--- config.mk ---
export PLATFORM = sky130hd
export DESIGN_NAME = cs_gated_cmd_reg
export DESIGN_NICKNAME = d
export VERILOG_FILES = /design/src/rtl/cmd_reg_pkg.sv /design/src/rtl/cs_select_dec.sv /design/src/rtl/cmd_hold_reg.sv /design/src/rtl/grp_drive.sv /design/src/rtl/cs_gated_cmd_reg.sv
export SDC_FILE = /design/constraint.sdc
export NUM_CORES = 1
export LEC_CHECK = 0
export CAP_MARGIN = 5
export CORE_MARGIN = 3
export CORE_UTILIZATION = 38
export CTS_BUF_LIST = sky130_fd_sc_hd__clkbuf_16
export DETAILED_ROUTE_END_ITERATION = 8
export PLACE_DENSITY_LB_ADDON = 0.2
export SLEW_MARGIN = 10
export SYNTH_ARGS = -nofsm -noshare
export SYNTH_HDL_FRONTEND = slang
export SYNTH_HIERARCHICAL = 1
export SYNTH_SLANG_ARGS = --single-unit
--- constraint.sdc ---
create_clock -name clk_i -period 1.3 [get_ports clk_i]
set_input_delay 0.195 -clock clk_i [delete_from_list [all_inputs] [get_ports clk_i]]
set_output_delay 0.195 -clock clk_i [all_outputs]
set_load 0.01 [all_outputs]
--- src/rtl/cmd_reg_pkg.sv ---
package cmd_reg_pkg;
  parameter int unsigned ADDR_W = 16;
  parameter int unsigned BA_W   = 3;
  parameter int unsigned CS_W   = 4;
  parameter int unsigned CKE_W  = 2;
  parameter int unsigned ODT_W  = 2;
  // selects that gate in both modes
  localparam int unsigned BASE_CS_W = CS_W / 2;

  typedef struct packed {
    logic [ADDR_W-1:0] addr;
    logic [BA_W-1:0]   ba;
    logic              ras_n;
    logic              cas_n;
    logic              we_n;
  } cmd_t;

  typedef struct packed {
    logic [CKE_W-1:0] cke;
    logic [ODT_W-1:0] odt;
  } ctl_t;
endpackage

--- src/rtl/cs_select_dec.sv ---
module cs_select_dec
  import cmd_reg_pkg::*;
(
  input  logic            quad_en_i,
  input  logic [CS_W-1:0] cs_n_i,
  output logic [CS_W-1:0] eff_cs_n_o,
  output logic            hit_o
);
  for (genvar i = 0; i < CS_W; i++) begin : g_sel
    if (i < BASE_CS_W) begin : g_base
      assign eff_cs_n_o[i] = cs_n_i[i];
    end else begin : g_quad
      assign eff_cs_n_o[i] = cs_n_i[i] | ~quad_en_i;
    end
  end

  assign hit_o = ~&eff_cs_n_o;
endmodule

--- src/rtl/cmd_hold_reg.sv ---
module cmd_hold_reg
  import cmd_reg_pkg::*;
(
  input  logic clk_i,
  input  logic rst_ni,
  input  logic load_i,
  input  cmd_t cmd_i,
  output cmd_t cmd_o
);
  always_ff @(posedge clk_i or negedge rst_ni) begin
    if (!rst_ni)     cmd_o <= '0;
    else if (load_i) cmd_o <= cmd_i;
  end

  a_r3_capture_on_select: assert property (@(posedge clk_i) disable iff (!rst_ni)
    load_i |=> cmd_o == $past(cmd_i));

  a_r4_hold_when_idle: assert property (@(posedge clk_i) disable iff (!rst_ni)
    !load_i |=> $stable(cmd_o));
endmodule

--- src/rtl/grp_drive.sv ---
module grp_drive
  import cmd_reg_pkg::*;
(
  input  logic            clk_i,
  input  logic            rst_ni,
  input  logic            live_i,
  input  logic            en_i,
  input  cmd_t            cmd_i,
  input  logic [CS_W-1:0] cs_n_i,
  input  ctl_t            ctl_i,
  output logic            oe_o,
  output cmd_t            cmd_o,
  output logic [CS_W-1:0] cs_n_o,
  output ctl_t            ctl_o
);
  logic drive;
  assign drive  = live_i & en_i;
  assign oe_o   = drive;
  assign cmd_o  = drive ? cmd_i  : '0;
  assign cs_n_o = drive ? cs_n_i : '0;
  assign ctl_o  = drive ? ctl_i  : '0;

  a_r9_group_off_zero: assert property (@(posedge clk_i) disable iff (!rst_ni)
    !en_i |-> (!oe_o && cmd_o == '0 && cs_n_o == '0 && ctl_o == '0));
endmodule

--- src/rtl/cs_gated_cmd_reg.sv ---
module cs_gated_cmd_reg
  import cmd_reg_pkg::*;
#(
  parameter int unsigned NGRP = 2
) (
  input  logic                        clk_i,
  input  logic                        rst_ni,
  input  logic                        quad_cs_en_i,
  input  logic [NGRP-1:0]             grp_en_i,
  input  logic [ADDR_W-1:0]           addr_i,
  input  logic [BA_W-1:0]             ba_i,
  input  logic                        ras_n_i,
  input  logic                        cas_n_i,
  input  logic                        we_n_i,
  input  logic [CS_W-1:0]             cs_n_i,
  input  logic [CKE_W-1:0]            cke_i,
  input  logic [ODT_W-1:0]            odt_i,
  output logic [NGRP-1:0]             q_oe_o,
  output logic [NGRP-1:0][ADDR_W-1:0] q_addr_o,
  output logic [NGRP-1:0][BA_W-1:0]   q_ba_o,
  output logic [NGRP-1:0]             q_ras_n_o,
  output logic [NGRP-1:0]             q_cas_n_o,
  output logic [NGRP-1:0]             q_we_n_o,
  output logic [NGRP-1:0][CS_W-1:0]   q_cs_n_o,
  output logic [NGRP-1:0][CKE_W-1:0]  q_cke_o,
  output logic [NGRP-1:0][ODT_W-1:0]  q_odt_o
);
  logic [CS_W-1:0] eff_cs_n;
  logic            cs_hit;
  cmd_t            cmd_d, cmd_q;
  ctl_t            ctl_q;
  logic [CS_W-1:0] cs_q;
  logic            seen_q;   // first access registered
  logic            live_q;   // outputs driven since reset release

  cs_select_dec i_dec (
    .quad_en_i  (quad_cs_en_i),
    .cs_n_i     (cs_n_i),
    .eff_cs_n_o (eff_cs_n),
    .hit_o      (cs_hit)
  );

  assign cmd_d = '{addr: addr_i, ba: ba_i, ras_n: ras_n_i, cas_n: cas_n_i, we_n: we_n_i};

  cmd_hold_reg i_hold (
    .clk_i  (clk_i),
    .rst_ni (rst_ni),
    .load_i (cs_hit),
    .cmd_i  (cmd_d),
    .cmd_o  (cmd_q)
  );

  always_ff @(posedge clk_i or negedge rst_ni) begin
    if (!rst_ni) begin
      seen_q <= 1'b0;
      live_q <= 1'b0;
      cs_q   <= '0;
      ctl_q  <= '0;
    end else begin
      live_q <= 1'b1;
      seen_q <= seen_q | cs_hit;
      ctl_q  <= '{cke: cke_i, odt: odt_i};
      // selects stay low until the first access
      if (cs_hit || seen_q) cs_q <= eff_cs_n;
    end
  end

  for (genvar g = 0; g < NGRP; g++) begin : g_grp
    cmd_t gcmd;
    ctl_t gctl;
    grp_drive i_drv (
      .clk_i  (clk_i),
      .rst_ni (rst_ni),
      .live_i (live_q),
      .en_i   (grp_en_i[g]),
      .cmd_i  (cmd_q),
      .cs_n_i (cs_q),
      .ctl_i  (ctl_q),
      .oe_o   (q_oe_o[g]),
      .cmd_o  (gcmd),
      .cs_n_o (q_cs_n_o[g]),
      .ctl_o  (gctl)
    );
    assign q_addr_o[g]  = gcmd.addr;
    assign q_ba_o[g]    = gcmd.ba;
    assign q_ras_n_o[g] = gcmd.ras_n;
    assign q_cas_n_o[g] = gcmd.cas_n;
    assign q_we_n_o[g]  = gcmd.we_n;
    assign q_cke_o[g]   = gctl.cke;
    assign q_odt_o[g]   = gctl.odt;

    if (g > 0) begin : g_cmp
      a_r10_groups_match: assert property (@(posedge clk_i) disable iff (!rst_ni)
        (grp_en_i[0] && grp_en_i[g]) |->
          (q_addr_o[g] == q_addr_o[0] && q_ba_o[g] == q_ba_o[0] &&
           q_cs_n_o[g] == q_cs_n_o[0] && q_cke_o[g] == q_cke_o[0] &&
           q_odt_o[g] == q_odt_o[0] && q_ras_n_o[g] == q_ras_n_o[0]));
    end
  end

  a_r1_reset_off: assert property (@(posedge clk_i)
    !rst_ni |-> q_oe_o == '0);

  a_r2_low_until_access: assert property (@(posedge clk_i) disable iff (!rst_ni)
    !seen_q |-> (cmd_q == '0 && cs_q == '0));

  a_r5_ctl_every_edge: assert property (@(posedge clk_i) disable iff (!rst_ni)
    (live_q && grp_en_i[0]) |=> (!grp_en_i[0] || q_cke_o[0] == $past(cke_i)));

  a_r6_upper_ignored: assert property (@(posedge clk_i) disable iff (!rst_ni)
    (!quad_cs_en_i && (cs_hit || seen_q)) |=> &cs_q[CS_W-1:BASE_CS_W]);

  a_r7_upper_gates: assert property (@(posedge clk_i) disable iff (!rst_ni)
    (quad_cs_en_i && !cs_n_i[CS_W-1]) |=> (seen_q && !cs_q[CS_W-1]));
endmodule

==> results.txt, run 1 <==
----------------------------------------------------
[Placement]
  Global placer's final weighted congestion ... 0.794
  Post-DP HPWL ... 3340 um
  Cell count after placement ... approximately 280
  Count of input and output buffers ... 96

[Clock network]
  Clock slew seen by the registers of the worst setup and hold paths ... 50 ps
  Cts bufs inserted ... 5
  TritonCTS clock tree ... yes
  # H-tree levels ... 2
  Clock insertion delay at the later pin of the skew report ... 270 ps
  CTS root buf ... sky130_fd_sc_hd__clkbuf_16
  TritonCTS Sinks ... 32
  Maximum clock insertion buffer count ... 2
  CTS hold repair buffers ... 0

[Final layout]
  Fill cell total of the finished layout ... 292
  Post-route non-filler standard cell count ... around 300
  Diodes inserted ... 0
  Sequential cell area ... 802 um^2
  Commonest cells after routing, fill and taps aside ... sky130_fd_sc_hd__buf_6 (38), sky130_fd_sc_hd__dfrtp_1 (31), sky130_fd_sc_hd__clkbuf_2 (29)
  Fraction of final layout cells with drive strength greater than 1 ... 0.669
  Most common cell after layout, fill and taps aside ... sky130_fd_sc_hd__buf_6
  Synthesis-to-finish area growth ... 83.4%
  Final #Nets ... between 200 and 300
  Area of the multi-input gates ... slightly above 900 um^2

[Worst setup path]
  Critical Path End Type ... output pin
  Kind of critical path ... reg -> out
  Worst Setup Start Kind ... register
  Launch point of the worst reg-to-reg path ... seen_q
  Depth of the worst register-to-register path ... 2
  Arrival time at the worst endpoint ... approximately 1400 ps
  Critical path fanouts, max ... 6
  WP data required ... approximately 1100 ps
  Origin of the worst setup path ... live_q

[Job]
  Number of maximum-capacitance violations ... 0

[STA]
  Minimum clock period after layout ... approximately 1600 ps
  Fin worst setup slack ... -282 ps
  Setup-failing EPs final ... 62
  Worst setup skew after layout ... approximately 3.5 ps
  Unrepaired setup endpoints after global routing ... yes
  Count of pins over their slew limit ... 0
  Post-Route Setup TNS ... -13120 ps
  Final Hold Slack ... about 300 ps
  Max Clock Freq ... 0.632 GHz
  Number of hold-slack violations in the final timing report ... 0
  Portion of the clock cycle consumed by the worst path in the final layout ... 1.22

[Global route]
  Initial antenna violation count ... 0
  Overall routing resource usage ... 0.190
  Wire length of the first global-routing pass ... between 7000 and 8000 um
  Vias in the first global route ... approximately 1600
  Overflow after GRT ... 0
  Maximum number of pins on one net before global-route repair ... 51

[Die]
  Die width ... approximately 73 um
  Effective utilization at floorplan ... 0.405
  Area enclosed by the die boundary ... about 5300 um^2
  Height of the die ... 72.5 um
  Count of pins on the block boundary ... 97
  Core area ... 4140 um^2
  Standard-cell row count ... 23

[Detailed routing]
  Routed length per instance ... 19.6 um
  Length of the first detailed-routing pass in iterations ... 4
  Via density per instance ... 5.24
  Final wirelength ... 6030 um
  Remaining antenna violation count after routing ... 0
  Number of vias in the routed layout ... approximately 1600
  DR DRC count ... 0
  DRC marker count from the first detailed-route iteration ... 46

[Pwr]
  Static leakage power ... 1.55 nW
  Post-layout power ... roughly 2.9 mW
  Maximum vdd ir drop ... approximately 0.00068 V
  Ratio of total power to cell area ... 930 nW/um^2

[Status]
  Result of the run ... complete, but fails checks
  Failing checks ... negative setup slack

[Synth]
  Synth Register Bits ... 32
  Net count after synthesis ... 178
  Average footprint of a synthesized cell ... around 12 um^2
  Synth Instances ... 143
  Fraction of the yosys area taken by sequential cells ... 0.477
  Synthesis warning total ... 6
  Post-Syn Area ... approximately 1700 um^2
  Distinct cell type count of the synthesized netlist ... 15

[Min path]
  Type of the tightest min-delay check ... in -> async

----------------------------------------------------
==> Yosys cell counts <==
| library cell | instances | area [um^2] |
|---|---|---|
| sky130_fd_sc_hd__and3_2 | 42 | 315 |
| sky130_fd_sc_hd__dfrtp_1 | 32 | 801 |
| sky130_fd_sc_hd__mux2_2 | 26 | 293 |
| sky130_fd_sc_hd__and3_1 | 18 | 113 |
| sky130_fd_sc_hd__buf_2 | 6 | 30.0 |
| sky130_fd_sc_hd__clkbuf_2 | 6 | 30.0 |
| sky130_fd_sc_hd__and2_1 | 2 | 12.5 |
| sky130_fd_sc_hd__buf_4 | 2 | 15.0 |
| sky130_fd_sc_hd__buf_6 | 2 | 22.5 |
| sky130_fd_sc_hd__or2b_1 | 2 | 15.0 |
| sky130_fd_sc_hd__a21bo_2 | 1 | 10.0 |
| sky130_fd_sc_hd__conb_1 | 1 | 3.75 |
| sky130_fd_sc_hd__inv_1 | 1 | 3.75 |
| sky130_fd_sc_hd__nand3_1 | 1 | 5.00 |
| sky130_fd_sc_hd__nor2_4 | 1 | 11.3 |
==> through the flow <==
stage / instance area (um^2) / setup WS (ps) / util
final: 3080 / -282 / 0.744
after global routing: 3080 / -306 / 0.744
after CTS: 2900 / -478 / 0.700
after detailed placement: 2710 / -505 / 0.653
after global placement: 2710 / -488 / 0.653
after floorplan: 1680 / 55.6 / -
==> logic make-up after synthesis <==
logic type             share of synthesized area
DFF                                        0.477
AOI/OAI and AO/OA                        0.00596
buffers and inverters                     0.0603
and+or+nand+nor                            0.281
other                                    0.00223
muxes                                      0.174
==> sequential cells by signal, indices dropped and copies added (netlist names) <==
register	flops
cs_q	4
live_q	1
seen_q	1
i_hold/cmd_o	22
ctl_q	4
==> report_power, final <==
group          total [mW]  internal [mW]  switching, mW  leakage (nW)
registers            1.12           1.07         0.0526         0.366
logic               0.680          0.413          0.267          1.11
clock network        1.07          0.687          0.379        0.0738
==> worst paths after layout <==
kind	to	slack, ps
setup / recovery	q_cke_o[3]	-280
hold / removal	i_hold/cmd_o[2]	300
setup reg to reg	cs_q[2]	250
hold reg to reg	i_hold/cmd_o[2]	520
max in group asynchronous	live_q	800
min in group clk_i	ctl_q[3]	370
==> worst max-delay path: stages, from the launching register on <==
cell and delay [ps]:
sky130_fd_sc_hd__dfrtp_2 440, sky130_fd_sc_hd__buf_6 140, sky130_fd_sc_hd__buf_6 120, sky130_fd_sc_hd__clkbuf_16 150, sky130_fd_sc_hd__and3_4 170, sky130_fd_sc_hd__buf_6 110
==> per-layer routing <==
metal	vias up	part of all wire	global-route usage	wire length [um]
met1	797	0.41	0.232	2450
li1	735	-	-	-
met4	0	0.0028	0.0471	17
met5	-	0	0	0
met3	2	0.081	0.0526	490
met2	74	0.51	0.331	3080
==> layout make-up <==
cell class | instances | share of cell area
clock inverters | 3 | 0.00365
well taps | 50 | 0.0203
repair buffers | 122 | 0.377
inverters | 1 | 0.00122
flip-flops and latches | 32 | 0.260
clock buffers | 5 | 0.0406
multi-input cells | 94 | 0.297
==> timing repair <==
action	4_1_cts	5_1_grt
buffers inserted	1	7
endpoints found under the setup margin	88	62
gates resized for setup	105	161
pin swaps	2	3
gates cloned	2	6
Power figures use the tool's default switching activity.
==> run 2, diff against run 1 <==
Settings changed: REMOVE_ABC_BUFFERS set to 1.
==> run 2 against run 1 <==
- the flow still finishes with violations (negative setup slack)
- sequential share of layout area down 0.68 points
- maximum frequency is 1.0% higher
- critical path depth did not move
- combinational power increased by 3%
- non-clock buffer count is 4 lower
- largest power group is now clock
==> results.txt, run 2 (synthesized netlist as in run 1, its figures left out) <==
----------------------------------------------------
[Final layout]
  Fraction of final layout cells with drive strength greater than 1 ... 0.664
  Final core utilization ... 0.764
  Largest registers ... i_hold/cmd_o (22), cs_q (4), ctl_q (4)
  Fill cell total of the finished layout ... 263
  Flip-flop count of the largest register after layout ... 22
  Synthesis-to-finish area growth ... 88.3%
  Final #Nets ... between 200 and 300
  Diodes inserted ... 0
  Commonest cells after routing, fill and taps aside ... sky130_fd_sc_hd__buf_6 (40), sky130_fd_sc_hd__and3_4 (32), sky130_fd_sc_hd__dfrtp_1 (31)
  Most common cell after layout, fill and taps aside ... sky130_fd_sc_hd__buf_6
  Largest register by flop count ... i_hold/cmd_o

[Worst setup path]
  Launch point of the worst reg-to-reg path ... seen_q
  Worst Setup Start Kind ... register
  Arrival time at the worst endpoint ... around 1400 ps
  Slack of the worst reg-to-reg path ... approximately 260 ps
  Largest stage delay on the critical path ... 430 ps
  Critical Path Slowest Stage Cell ... sky130_fd_sc_hd__dfrtp_2
  Kind of critical path ... reg -> out
  Cells along the critical path ... buf_12, buf_8, buf_6, and3_4, buf_6
  Depth of the worst register-to-register path ... 2
  R2R Path End ... cs_q[1]
  Critical path fanouts, max ... 6
  Most repeated library cell on the critical path ... sky130_fd_sc_hd__buf_6
  Critical Path End Type ... output pin
  WP data required ... 1110 ps

[Clock network]
  Maximum clock insertion buffer count ... 2
  Clock insertion delay at the later pin of the skew report ... 270 ps
  Clock slew seen by the registers of the worst setup and hold paths ... 50 ps
  CTS hold repair buffers ... 0
  # H-tree levels ... 2
  TritonCTS clock tree ... yes
  Cts bufs inserted ... 5
  TritonCTS Sinks ... 32
  CTS root buf ... sky130_fd_sc_hd__clkbuf_16

[Detailed routing]
  DR DRC count ... 0
  Via density per instance ... 5.20
  Final wirelength ... 5510 um
  Routed length per instance ... 18.2 um
  DRC marker count from the first detailed-route iteration ... 24
  Number of vias in the routed layout ... between 1500 and 2000
  Remaining antenna violation count after routing ... 0
  Length of the first detailed-routing pass in iterations ... 4

[Global route]
  Overflow after GRT ... 0
  Overall routing resource usage ... 0.206
  Initial antenna violation count ... 0
  Wire length of the first global-routing pass ... 8240 um
  Vias in the first global route ... approximately 1600
  Maximum number of pins on one net before global-route repair ... 33

[Die]
  Count of pins on the block boundary ... 97
  Core area ... 4140 um^2
  Effective utilization at floorplan ... 0.405
  Area enclosed by the die boundary ... 5260 um^2
  Die width ... around 73 um
  Standard-cell row count ... 23
  Height of the die ... approximately 73 um

[Pwr]
  Maximum vdd ir drop ... between 0.0009 and 0.001 V
  Post-layout power ... slightly above 3 mW
  Ratio of total power to cell area ... 979 nW/um^2
  Static leakage power ... 1.54 nW

[Min path]
  Type of the tightest min-delay check ... in -> async

[Status]
  Result of the run ... complete, but fails checks
  Failing checks ... negative setup slack

[Placement]
  Global placer's final weighted congestion ... 0.762
  Count of input and output buffers ... 96
  Post-DP HPWL ... about 3300 um

[STA]
  Fin worst setup slack ... -266 ps
  Setup-failing EPs final ... 62
  Number of hold-slack violations in the final timing report ... 0
  Unrepaired setup endpoints after global routing ... yes
  Worst setup skew after layout ... 2.83 ps
  Count of pins over their slew limit ... 0
  Portion of the clock cycle consumed by the worst path in the final layout ... 1.20
  Max Clock Freq ... 0.639 GHz
  Minimum clock period after layout ... roughly 1600 ps

[Job]
  Number of maximum-capacitance violations ... 0

----------------------------------------------------
[run 2: cell types whose count changed in the layout (fill, tap and decap cells not counted), sizes merged]
cell / before / now
bufbuf: 0 / 2
bufinv: 0 / 1
clkbuf: 37 / 33
dlygate4sd2: 6 / 7
dlymetal6s2s: 3 / 0
inv: 3 / 2
[run 2: metrics by stage]
step | setup TNS, ps | worst slack (ps) | hold slack, ps | cell area, um^2 | std cells
finish | -10580 | -266 | 294 | 3160 | 303
global route | -12850 | -306 | 317 | 3160 | 303
CTS | -19810 | -486 | 309 | 3120 | 297
detailed placement | -40870 | -498 | 495 | 2720 | 283
global placement | -39570 | -478 | 482 | 2720 | 283
floorplan | -13280 | -458 | -101 | 1580 | 127
[run 2: metal layers]
metal / GRT usage / part of all wire
met3: 0.0651 / 0.069
met4: 0.0635 / 0.0087
met5: 0 / 0
met1: 0.259 / 0.41
met2: 0.338 / 0.51
[run 2: critical path, delay by kind of cell, from the launching register on]
kind / cells / cell delay, ps
buffers and inverters: 4 / 520
DFF: 1 / 430
and+or+nand+nor: 1 / 160
[run 2: final cells by class]
type / instances / area [um^2] / share of cell area
clock buffers: 5 / 125 / 0.0395
clock inverters: 3 / 38.8 / 0.0123
inverters: 1 / 3.75 / 0.00119
multi-input cells: 94 / 932 / 0.295
flip-flops and latches: 32 / 802 / 0.253
well taps: 50 / 62.6 / 0.0198
repair buffers: 118 / 1200 / 0.379
[run 2: where the power goes]
group / total, mW / switching, mW / internal, mW
logic: 0.699 / 0.259 / 0.440
clock network: 1.28 / 0.388 / 0.891
registers: 1.12 / 0.0523 / 1.07
total: 3.10 / 0.699 / 2.40
[run 2: worst max path at each step]
stage	from	endpoint	slack (ps)	cells after the start
floorplan	quad_cs_en_i	cs_q[0]	-460	4
global placement	grp_en_i[1]	q_cke_o[2]	-480	4
detailed placement	grp_en_i[1]	q_addr_o[20]	-500	4
CTS	live_q	q_odt_o[3]	-490	3
global route	live_q	q_addr_o[19]	-310	5
finish	live_q	q_addr_o[19]	-270	5
[run 2: what timing repair did]
action                     CTS  global route
gates cloned                 4             3
setup buffers                2             3
setup endpoints to repair   88            62
pin swaps                    7             2
gates resized for setup    160           121
